===== config.mk =====
export PLATFORM = sky130hd
export DESIGN_NAME = uop_issue_ctrl
export DESIGN_NICKNAME = d
export VERILOG_FILES = /design/src/rtl/uop_issue_pkg.sv /design/src/rtl/uop_normalize.sv /design/src/rtl/uop_carry_tracker.sv /design/src/rtl/uop_slot_ledger.sv /design/src/rtl/uop_accept_gate.sv /design/src/rtl/uop_issue_ctrl.sv
export SDC_FILE = /design/constraint.sdc
export NUM_CORES = 1
export LEC_CHECK = 0
export BUFFER_PORTS_ARGS = -buffer_cell sky130_fd_sc_hd__buf_2
export CORE_UTILIZATION = 59
export CTS_CLUSTER_SIZE = 28
export DETAILED_ROUTE_END_ITERATION = 16
export PLACE_DENSITY = 0.83
export SYNTH_ARGS = -nofsm -noshare
export SYNTH_HDL_FRONTEND = slang
export SYNTH_SLANG_ARGS = --single-unit

===== constraint.sdc =====
create_clock -name clk -period 4.57 [get_ports clk]
set_clock_uncertainty 0.2 [all_clocks]
set_input_delay 0.2285 -clock clk [delete_from_list [all_inputs] [get_ports clk]]
set_output_delay 0.2285 -clock clk [all_outputs]
set_load 0.02 [all_outputs]

===== src/rtl/uop_issue_pkg.sv =====
// Package: shared types for the micro-op issue bandwidth controller.
// Assumes: nothing beyond IEEE 1800-2017.
package uop_issue_pkg;

    // What a cycle start does with a pending leftover of a wide instruction.
    typedef enum logic [1:0] {
        CS_FRESH      = 2'd0,  // nothing pending: full budget
        CS_PARTIAL    = 2'd1,  // leftover exceeds width: whole cycle consumed
        CS_DONE       = 2'd2,  // leftover completes, rest of budget free
        CS_DONE_CLOSE = 2'd3   // leftover completes and closes the cycle
    } carry_step_e;

endpackage


===== src/rtl/uop_normalize.sv =====
// Module: uop_normalize
// Maps a raw micro-op count to its effective value (zero counts as one)
// and flags counts that exceed the issue width.
// Assumes: UOP_W is wide enough to hold ISSUE_W.
module uop_normalize #(
    parameter int ISSUE_W = 4,
    parameter int UOP_W   = 4
) (
    input  logic [UOP_W-1:0] raw_uops,
    output logic [UOP_W-1:0] eff_uops,
    output logic             is_wide
);

    localparam logic [UOP_W-1:0] WIDTH_U = UOP_W'(ISSUE_W);

    // Purpose: substitute one for a zero count and compare against the width.
    always_comb begin
        eff_uops = (raw_uops == '0) ? UOP_W'(1) : raw_uops;
        is_wide  = eff_uops > WIDTH_U;
    end

endmodule


===== src/rtl/uop_carry_tracker.sv =====
// Module: uop_carry_tracker
// Holds the leftover micro-ops of an instruction wider than the free
// budget and drains them at each cycle start, ISSUE_W at a time.
// Assumes: take only asserts while no leftover is pending and never on a
// cycle_start clock (guaranteed by the accept gate).
module uop_carry_tracker
    import uop_issue_pkg::*;
#(
    parameter int ISSUE_W = 4,
    parameter int UOP_W   = 4,
    parameter int CNT_W   = 3
) (
    input  logic             clk,
    input  logic             rst_n,
    input  logic             cycle_start,
    input  logic             take,
    input  logic [UOP_W-1:0] eff_uops,
    input  logic             end_grp,
    input  logic [CNT_W-1:0] bw_now,
    output carry_step_e      step,
    output logic [CNT_W-1:0] step_used,
    output logic             pending
);

    localparam logic [UOP_W-1:0] WIDTH_U = UOP_W'(ISSUE_W);
    localparam logic [CNT_W-1:0] WIDTH_C = CNT_W'(ISSUE_W);

    logic [UOP_W-1:0] left_q;
    logic             left_end_q;
    logic [UOP_W-1:0] bw_ext;

    assign bw_ext  = UOP_W'(bw_now);
    assign pending = (left_q != '0);

    // Purpose: classify what the next cycle start does with the leftover.
    always_comb begin
        if (left_q == '0) begin
            step      = CS_FRESH;
            step_used = '0;
        end else if (left_q > WIDTH_U) begin
            step      = CS_PARTIAL;
            step_used = WIDTH_C;
        end else begin
            step      = left_end_q ? CS_DONE_CLOSE : CS_DONE;
            step_used = CNT_W'(left_q);
        end
    end

    // Purpose: load a new leftover on a wide accept, drain it at cycle starts.
    always_ff @(posedge clk) begin
        if (!rst_n) begin
            left_q     <= '0;
            left_end_q <= 1'b0;
        end else if (cycle_start) begin
            if (step == CS_PARTIAL) begin
                left_q <= left_q - WIDTH_U;
            end else begin
                left_q <= '0;
            end
        end else if (take && (eff_uops > bw_ext)) begin
            left_q     <= eff_uops - bw_ext;
            left_end_q <= end_grp;
        end
    end

endmodule


===== src/rtl/uop_slot_ledger.sv =====
// Module: uop_slot_ledger
// Keeps the free issue budget and the used-slot count of the current
// issue cycle. Reloads them at each cycle start and charges each accept.
// Assumes: used + free never exceeds ISSUE_W, which the accept gate keeps.
module uop_slot_ledger
    import uop_issue_pkg::*;
#(
    parameter int ISSUE_W = 4,
    parameter int UOP_W   = 4,
    parameter int CNT_W   = 3
) (
    input  logic             clk,
    input  logic             rst_n,
    input  logic             cycle_start,
    input  logic             stall_act,
    input  carry_step_e      step,
    input  logic [CNT_W-1:0] step_used,
    input  logic             take,
    input  logic [UOP_W-1:0] eff_uops,
    input  logic             end_grp,
    output logic [CNT_W-1:0] bw_q,
    output logic [CNT_W-1:0] used_q
);

    localparam logic [CNT_W-1:0] WIDTH_C = CNT_W'(ISSUE_W);

    logic [CNT_W-1:0] start_used;
    logic [CNT_W-1:0] start_bw;
    logic             fits;

    assign fits = (eff_uops <= UOP_W'(bw_q));

    // Purpose: compute the budget and used count that a cycle start loads.
    always_comb begin
        unique case (step)
            CS_PARTIAL: begin
                start_used = WIDTH_C;
                start_bw   = '0;
            end
            CS_DONE: begin
                start_used = step_used;
                start_bw   = WIDTH_C - step_used;
            end
            CS_DONE_CLOSE: begin
                start_used = step_used;
                start_bw   = '0;
            end
            default: begin
                start_used = '0;
                start_bw   = WIDTH_C;
            end
        endcase
        if (stall_act) begin
            start_bw = '0;
        end
    end

    // Purpose: reload at cycle start, charge slots on each accept.
    always_ff @(posedge clk) begin
        if (!rst_n) begin
            used_q <= '0;
            bw_q   <= WIDTH_C;
        end else if (cycle_start) begin
            used_q <= start_used;
            bw_q   <= start_bw;
        end else if (take) begin
            if (fits) begin
                used_q <= used_q + CNT_W'(eff_uops);
                bw_q   <= end_grp ? '0 : bw_q - CNT_W'(eff_uops);
            end else begin
                used_q <= used_q + bw_q;
                bw_q   <= '0;
            end
        end
    end

endmodule


===== src/rtl/uop_accept_gate.sv =====
// Module: uop_accept_gate
// Combinational issue decision for the offered instruction.
// Assumes: eff_uops is already normalised (never zero).
module uop_accept_gate #(
    parameter int UOP_W = 4,
    parameter int CNT_W = 3
) (
    input  logic             in_valid,
    input  logic             cycle_start,
    input  logic             stall_act,
    input  logic             pending,
    input  logic             is_wide,
    input  logic             begin_grp,
    input  logic [UOP_W-1:0] eff_uops,
    input  logic [CNT_W-1:0] bw_q,
    input  logic [CNT_W-1:0] used_q,
    output logic             accept
);

    logic room_ok;
    logic group_ok;

    // Purpose: combine budget, grouping and blocking conditions.
    always_comb begin
        room_ok  = is_wide || (eff_uops <= UOP_W'(bw_q));
        group_ok = !begin_grp || (used_q == '0);
        accept   = in_valid && !cycle_start && !stall_act && !pending
                   && room_ok && group_ok;
    end

endmodule


===== src/rtl/uop_issue_ctrl.sv =====
// Module: uop_issue_ctrl (top)
// In-order micro-op issue bandwidth controller: decides per clock whether the
// offered instruction issues within the ISSUE_W-slot budget of the current
// issue cycle, spreading over-wide instructions across cycle starts.
// Assumes: 1 <= ISSUE_W <= 8, UOP_W large enough to hold ISSUE_W.
module uop_issue_ctrl
    import uop_issue_pkg::*;
#(
    parameter int ISSUE_W = 4,
    parameter int UOP_W   = 4
) (
    input  logic                           clk,
    input  logic                           rst_n,
    input  logic                           cycle_start,
    input  logic                           in_valid,
    input  logic [UOP_W-1:0]               in_uops,
    input  logic                           in_begin_grp,
    input  logic                           in_end_grp,
    input  logic                           stall_act,
    output logic                           accept,
    output logic [$clog2(ISSUE_W+1)-1:0]   issued_cnt,
    output logic                           busy
);

    localparam int CNT_W = $clog2(ISSUE_W + 1);

    logic [UOP_W-1:0] eff_uops;
    logic             is_wide;
    carry_step_e      step;
    logic [CNT_W-1:0] step_used;
    logic             pending;
    logic [CNT_W-1:0] bw_q;
    logic [CNT_W-1:0] used_q;

    uop_normalize #(.ISSUE_W(ISSUE_W), .UOP_W(UOP_W)) u_norm (
        .raw_uops (in_uops),
        .eff_uops (eff_uops),
        .is_wide  (is_wide)
    );

    uop_accept_gate #(.UOP_W(UOP_W), .CNT_W(CNT_W)) u_gate (
        .in_valid    (in_valid),
        .cycle_start (cycle_start),
        .stall_act   (stall_act),
        .pending     (pending),
        .is_wide     (is_wide),
        .begin_grp   (in_begin_grp),
        .eff_uops    (eff_uops),
        .bw_q        (bw_q),
        .used_q      (used_q),
        .accept      (accept)
    );

    uop_carry_tracker #(.ISSUE_W(ISSUE_W), .UOP_W(UOP_W), .CNT_W(CNT_W)) u_carry (
        .clk         (clk),
        .rst_n       (rst_n),
        .cycle_start (cycle_start),
        .take        (accept),
        .eff_uops    (eff_uops),
        .end_grp     (in_end_grp),
        .bw_now      (bw_q),
        .step        (step),
        .step_used   (step_used),
        .pending     (pending)
    );

    uop_slot_ledger #(.ISSUE_W(ISSUE_W), .UOP_W(UOP_W), .CNT_W(CNT_W)) u_ledger (
        .clk         (clk),
        .rst_n       (rst_n),
        .cycle_start (cycle_start),
        .stall_act   (stall_act),
        .step        (step),
        .step_used   (step_used),
        .take        (accept),
        .eff_uops    (eff_uops),
        .end_grp     (in_end_grp),
        .bw_q        (bw_q),
        .used_q      (used_q)
    );

    assign issued_cnt = used_q;
    assign busy       = pending;

endmodule


**Word-level counts from Yosys, hierarchy flattened**

Index checks and enable logic that the tools add are counted.

- Add/subtract/negate cells: 6
- $lt $le $gt $ge: 4
- Eq/ne operators: 3
- Muxes and demuxes: 19
- Bitwise gates (word level): 1
- Reductions and logical operators: 21

Operator list:

| operator | number |
|---|---|
| 3-bit 2-to-1 mux | 10 |
| 4-bit 2-to-1 mux | 4 |
| 3-bit case mux with 2 select lines | 2 |
| 4-bit by 3-bit > comparator with 1-bit output (second input constant) | 2 |
| 4-bit logical NOT | 2 |
| 3-bit adder | 2 |
| 1-bit logical AND | 6 |
| 2-bit == test (second input constant) | 2 |
| 4-bit by 3-bit > comparator with 1-bit output | 1 |
| 4-bit by 3-bit <= comparator with 1-bit output | 1 |
| 1-bit logical NOT | 4 |
| 2-bit 2-to-1 mux | 2 |
| 2-bit nonzero test | 2 |
| 4-bit nonzero test | 1 |
| 2-bit OR reduction | 2 |
| 4-bit by 3-bit subtractor with 4-bit output | 1 |
| 4-bit by 3-bit subtractor with 4-bit output (second input constant) | 1 |
| 3-bit logical NOT | 1 |
| 3-bit subtractor | 1 |
| 3-bit subtractor (first input constant) | 1 |
| 2-bit by 1-bit == test with 1-bit output (second input constant) | 1 |
| 1-bit logical OR | 2 |
| 2-bit AND reduction | 1 |
| 1-bit 2-to-1 mux | 1 |
| 1-bit NOT | 1 |

- Flip-flop bits (word level): 11
- Bits of input ports: 11
- Output and inout bits: 5

**Depth between registers and ports, before layout**

- Word-level depth: 9
- Gate-level depth with buffers: 16
- Mapped depth without buffers: 16

**Modules after synthesis**

A second synthesis with hierarchy kept.

- Cell total of the unflattened synthesis: 145
- Area, all modules: 1183.6 µm²

Modules (own cells, without submodules):

| module | times used | cells each | area an instance (µm²) |
|---|---|---|---|
| uop_slot_ledger | 1 | 71 | 610.6 |
| uop_carry_tracker | 1 | 52 | 430.4 |
| uop_accept_gate | 1 | 15 | 108.9 |
| uop_normalize | 1 | 7 | 33.8 |

**Worst setup path after synthesis**

OpenSTA, ideal clock, no wires.

- Path kind: register to register
- From: reg u_ledger.bw_q[1]
- To: reg u_ledger.used_q[2]
- Data arrival time: 2.800 ns
- Data required time: 4.248 ns
- Slack: 1.448 ns
- Cell stages (with the launch flop): 13
- Cell sequence: dfxtp_1 ha_1 ha_1 o311a_1 nor2_1 nor2_1 a21oi_1 ha_1 inv_1 fa_1 xor2_1 and3_1 a221o_1

- Cells in the longest elaborated chain, start to end: 5

Ends and longest elaborated chain:

| element | line | text |
|---|---|---|
| start, declared | uop_slot_ledger.sv:21 | `output logic [CNT_W-1:0] bw_q,` |
| start signal, assigned | uop_slot_ledger.sv:65 | `bw_q <= start_bw;` |
| start signal, assigned | uop_slot_ledger.sv:69 | `bw_q <= end_grp ? '0 : bw_q - CNT_W'(eff_uops);` |
| 4-bit by 3-bit <= comparator with 1-bit output | uop_slot_ledger.sv:31, uop_accept_gate.sv:25 |  |
| 1-bit logical OR | uop_accept_gate.sv:25 | `room_ok = is_wide \|\| (eff_uops <= UOP_W'(bw_q));` |
| 1-bit logical AND (2 in a row) | uop_accept_gate.sv:28 | `&& room_ok && group_ok;` |
| 2-bit nonzero test (no source line) | n/a |  |
| end signal, assigned | uop_slot_ledger.sv:64 | `used_q <= start_used;` |
| end signal, assigned | uop_slot_ledger.sv:68 | `used_q <= used_q + CNT_W'(eff_uops);` |
| end signal, assigned | uop_slot_ledger.sv:71 | `used_q <= used_q + bw_q;` |
| end, declared | uop_slot_ledger.sv:22 | `output logic [CNT_W-1:0] used_q` |

Several ways; a longest one is shown, not always the timed one. The select of a mux whose other input is x is not followed.
A chain may end at the register's enable or synchronous reset.

**Final worst setup path**

Same ends and word-level chain as after synthesis.

==> impl_metrics.json <==
{
  "status": "finished, final reports clean",
  "crit_family": "adder cells",
  "chipWidth_um": 42.0,
  "clkTransAtPathRegs_ns": 0.07,
  "postRouteAntennaNets": 0,
  "cts_sinks": 11,
  "ir_drop_mv": 0.180,
  "synthCells": 117,
  "syn_avg_cell_area_um2": 8.06,
  "fp.dieH_um": 42.0,
  "coreArea_um2": 1510,
  "arrival_ns": 3.34,
  "syn_to_final_growth_pct": 12.2,
  "ys_types": 43,
  "route.detailed.drc": 0,
  "slowest_stage": "o311a_1",
  "wirelength_um": 2230,
  "finalSetupViolations": 0,
  "cts_repair_resize_count": 0,
  "grt_pass1_vias": 867,
  "syn-cell-area_um2": 943,
  "n_fill_cell": 127,
  "synth_edf_count": 0,
  "power_density_nw_per_um2": 247,
  "worstMarginPinSlew_ns": 0.520,
  "grtUsageTotal": 0.286,
  "slew_violations": 0,
  "hp-class": "in2reg",
  "synth_ff_type": "dfxtp_1",
  "slew_headroom": 0.650,
  "critical_path_class": "reg2reg",
  "synth_warnings": 0,
  "critPathMaxStageDelay_ns": 0.39,
  "path_cells": "ha_1 -> ha_1 -> o311a_1 -> nor2_1 -> nor2_1 -> a21oi_1 -> ha_1 -> inv_1 -> fa_1 -> xor2_1 -> and3_1 -> a221o_1",
  "cp.required_ns": 4.53,
  "multi_input_area_um2": 646,
  "start_util": 0.626,
  "gp_congestion": 0.915,
  "ctsRootBufferMaster": "clkbuf_4",
  "cp_max_fo": 6,
  "wire_per_inst_um": 15.0,
  "ys_seq_area_frac": 0.233,
  "port-buffer-count": 15,
  "cpMostUsedCell": "ha_1",
  "async_flop_share": 0,
  "ys_ff_latch": 11,
  "layout_commonest_cell": "buf_2",
  "cts_max_level": 1,
  "stdcell_count": 149,
  "fin_area_um2": 1060,
  "clkPwrFrac": 0.258,
  "cap_violations": 0,
  "hpwlAfterDp_um": 1710,
  "drt_iter0_markers": 30,
  "grt_overflow_total": 0,
  "fin_hold_ws_ns": 0.0256,
  "ff_latch_area_um2": 220,
  "cts_made_buffers": 3,
  "cts_tree": "done",
  "startpoint_type": "flop",
  "tns_ns": 0,
  "p_sw_frac": 0.344,
  "rsz0062_at_grt": "no",
  "power.share.sequential": 0.405,
  "placed_area_um2": 1020,
  "antenna_found_initial": 0,
  "grt_max_degree": 11,
  "power_frac_comb": 0.337,
  "syn-num-nets": 137,
  "dp_cells": 144,
  "num_vias": 926,
  "period_share": 0.740,
  "cellLeakagePower_nw": 0.470,
  "clkLatencyLatePin_ns": 0.27,
  "cp_num_buf_inv": 1,
  "period_needed_ns": 3.38,
  "ios": 16,
  "final_cell_mix": "15 x buf_2, 11 x inv_1, 11 x dfxtp_1",
  "fin_nets": 154,
  "drive_above_1_share": 0.203,
  "power.internal_uw": 171,
  "cts_buffer_depth": 2,
  "vias_per_cell": 6.21,
  "grt_pass1_wl_um": 3840,
  "drt_pre_antenna_iters": 4,
  "dieArea_um2": 1760,
  "core.rowCount": 14,
  "switching_power_uw": 90.1,
  "worst_setup_path_end_kind": "flop",
  "fmax_mhz": 296,
  "final-hold-violation-count": 0,
  "antenna_cells": 0
}
-- routing by layer --
metal	global-route usage	part of all wire
met1	0.385	0.45
met2	0.447	0.47
met4	0.135	0.026
met3	0.0431	0.055
met5	0	0
-- tightest hold or removal path, stage by stage --
cell     delay, ns
buf_2         0.09
mux2i_1       0.06
nor2_1        0.08
-- cells in the mapped netlist, types with 2 or more instances --
master	n	area, um2
dfxtp_1	11	220
inv_1	11	41.3
nor2_1	10	37.5
a21oi_1	9	45.0
nand2_1	9	33.8
ha_1	7	87.6
nor3_1	5	25.0
o21ai_0	5	25.0
clkbuf_1	3	11.3
nand2b_1	3	18.8
nor4_1	3	18.8
o21a_1	3	22.5
fa_1	2	40.0
nand3_1	2	10.0
nor2b_1	2	12.5
o2111a_1	2	22.5
o21ai_1	2	10.0
o31ai_1	2	15.0
xnor2_1	2	17.5
-- logic make-up (layout without fill, tap and decap cells) --
family | count (synthesis) | count (layout) | share of synthesized area
fa+ha+maj | 9 | 9 | 0.135
flops | 11 | 11 | 0.233
buf+inv | 17 | 33 | 0.0822
compound gates | 34 | 34 | 0.267
xor+xnor | 3 | 3 | 0.0279
mux | 1 | 1 | 0.0106
simple gates | 42 | 42 | 0.244
-- final cells by class --
type | count | area share
multi-input cells | 89 | 0.610
inverters | 13 | 0.0579
flip-flops and latches | 11 | 0.208
well taps | 16 | 0.0189
repair buffers | 16 | 0.0804
clock buffers | 4 | 0.0248
-- timing repair --
action | 4_1_cts | 5_1_grt
hold endpoints to repair | 1 | 0
buffers inserted | 0 | 0
hold buffers | 1 | 0
-- final timing paths --
path,cells after the start,endpoint,slack (ns),from
hold reg to reg,2,u_ledger.bw_q[2]$_SDFFE_PN1P_,0.34,u_ledger.bw_q[2]$_SDFFE_PN1P_
setup / recovery,12,u_ledger.used_q[2]$_SDFFE_PN0P_,1.19,u_ledger.bw_q[1]$_SDFFE_PN0P_
hold / removal,3,u_carry.left_end_q$_SDFFE_PN0P_,0.03,in_end_grp
setup reg to reg,12,u_ledger.used_q[2]$_SDFFE_PN0P_,1.19,u_ledger.bw_q[1]$_SDFFE_PN0P_
-- sequential cells by signal, summed over array words and instances, names as in the netlist --
register,cells
u_ledger.bw_q,3
u_ledger.used_q,3
u_carry.left_end_q,1
u_carry.left_q,4
-- power groups by stage --
stage / clock network [mW] / registers [mW] / logic (mW)
after floorplan: 0 / 0.108 / 0.0615
after global placement: 0 / 0.108 / 0.0839
after detailed placement: 0 / 0.108 / 0.0859
after CTS: 0.0677 / 0.106 / 0.0876
after global routing: 0.0738 / 0.107 / 0.0981
final: 0.0673 / 0.106 / 0.0882
-- per-stage QoR --
step	util	power, mW	worst slack [ns]
floorplan	-	0.170	1.45
global placement	0.679	0.192	1.14
detailed placement	0.679	0.194	1.07
CTS	0.703	0.261	1.22
global route	0.703	0.278	1.01
finish	0.703	0.261	1.19
Power figures use the tool's default switching activity.
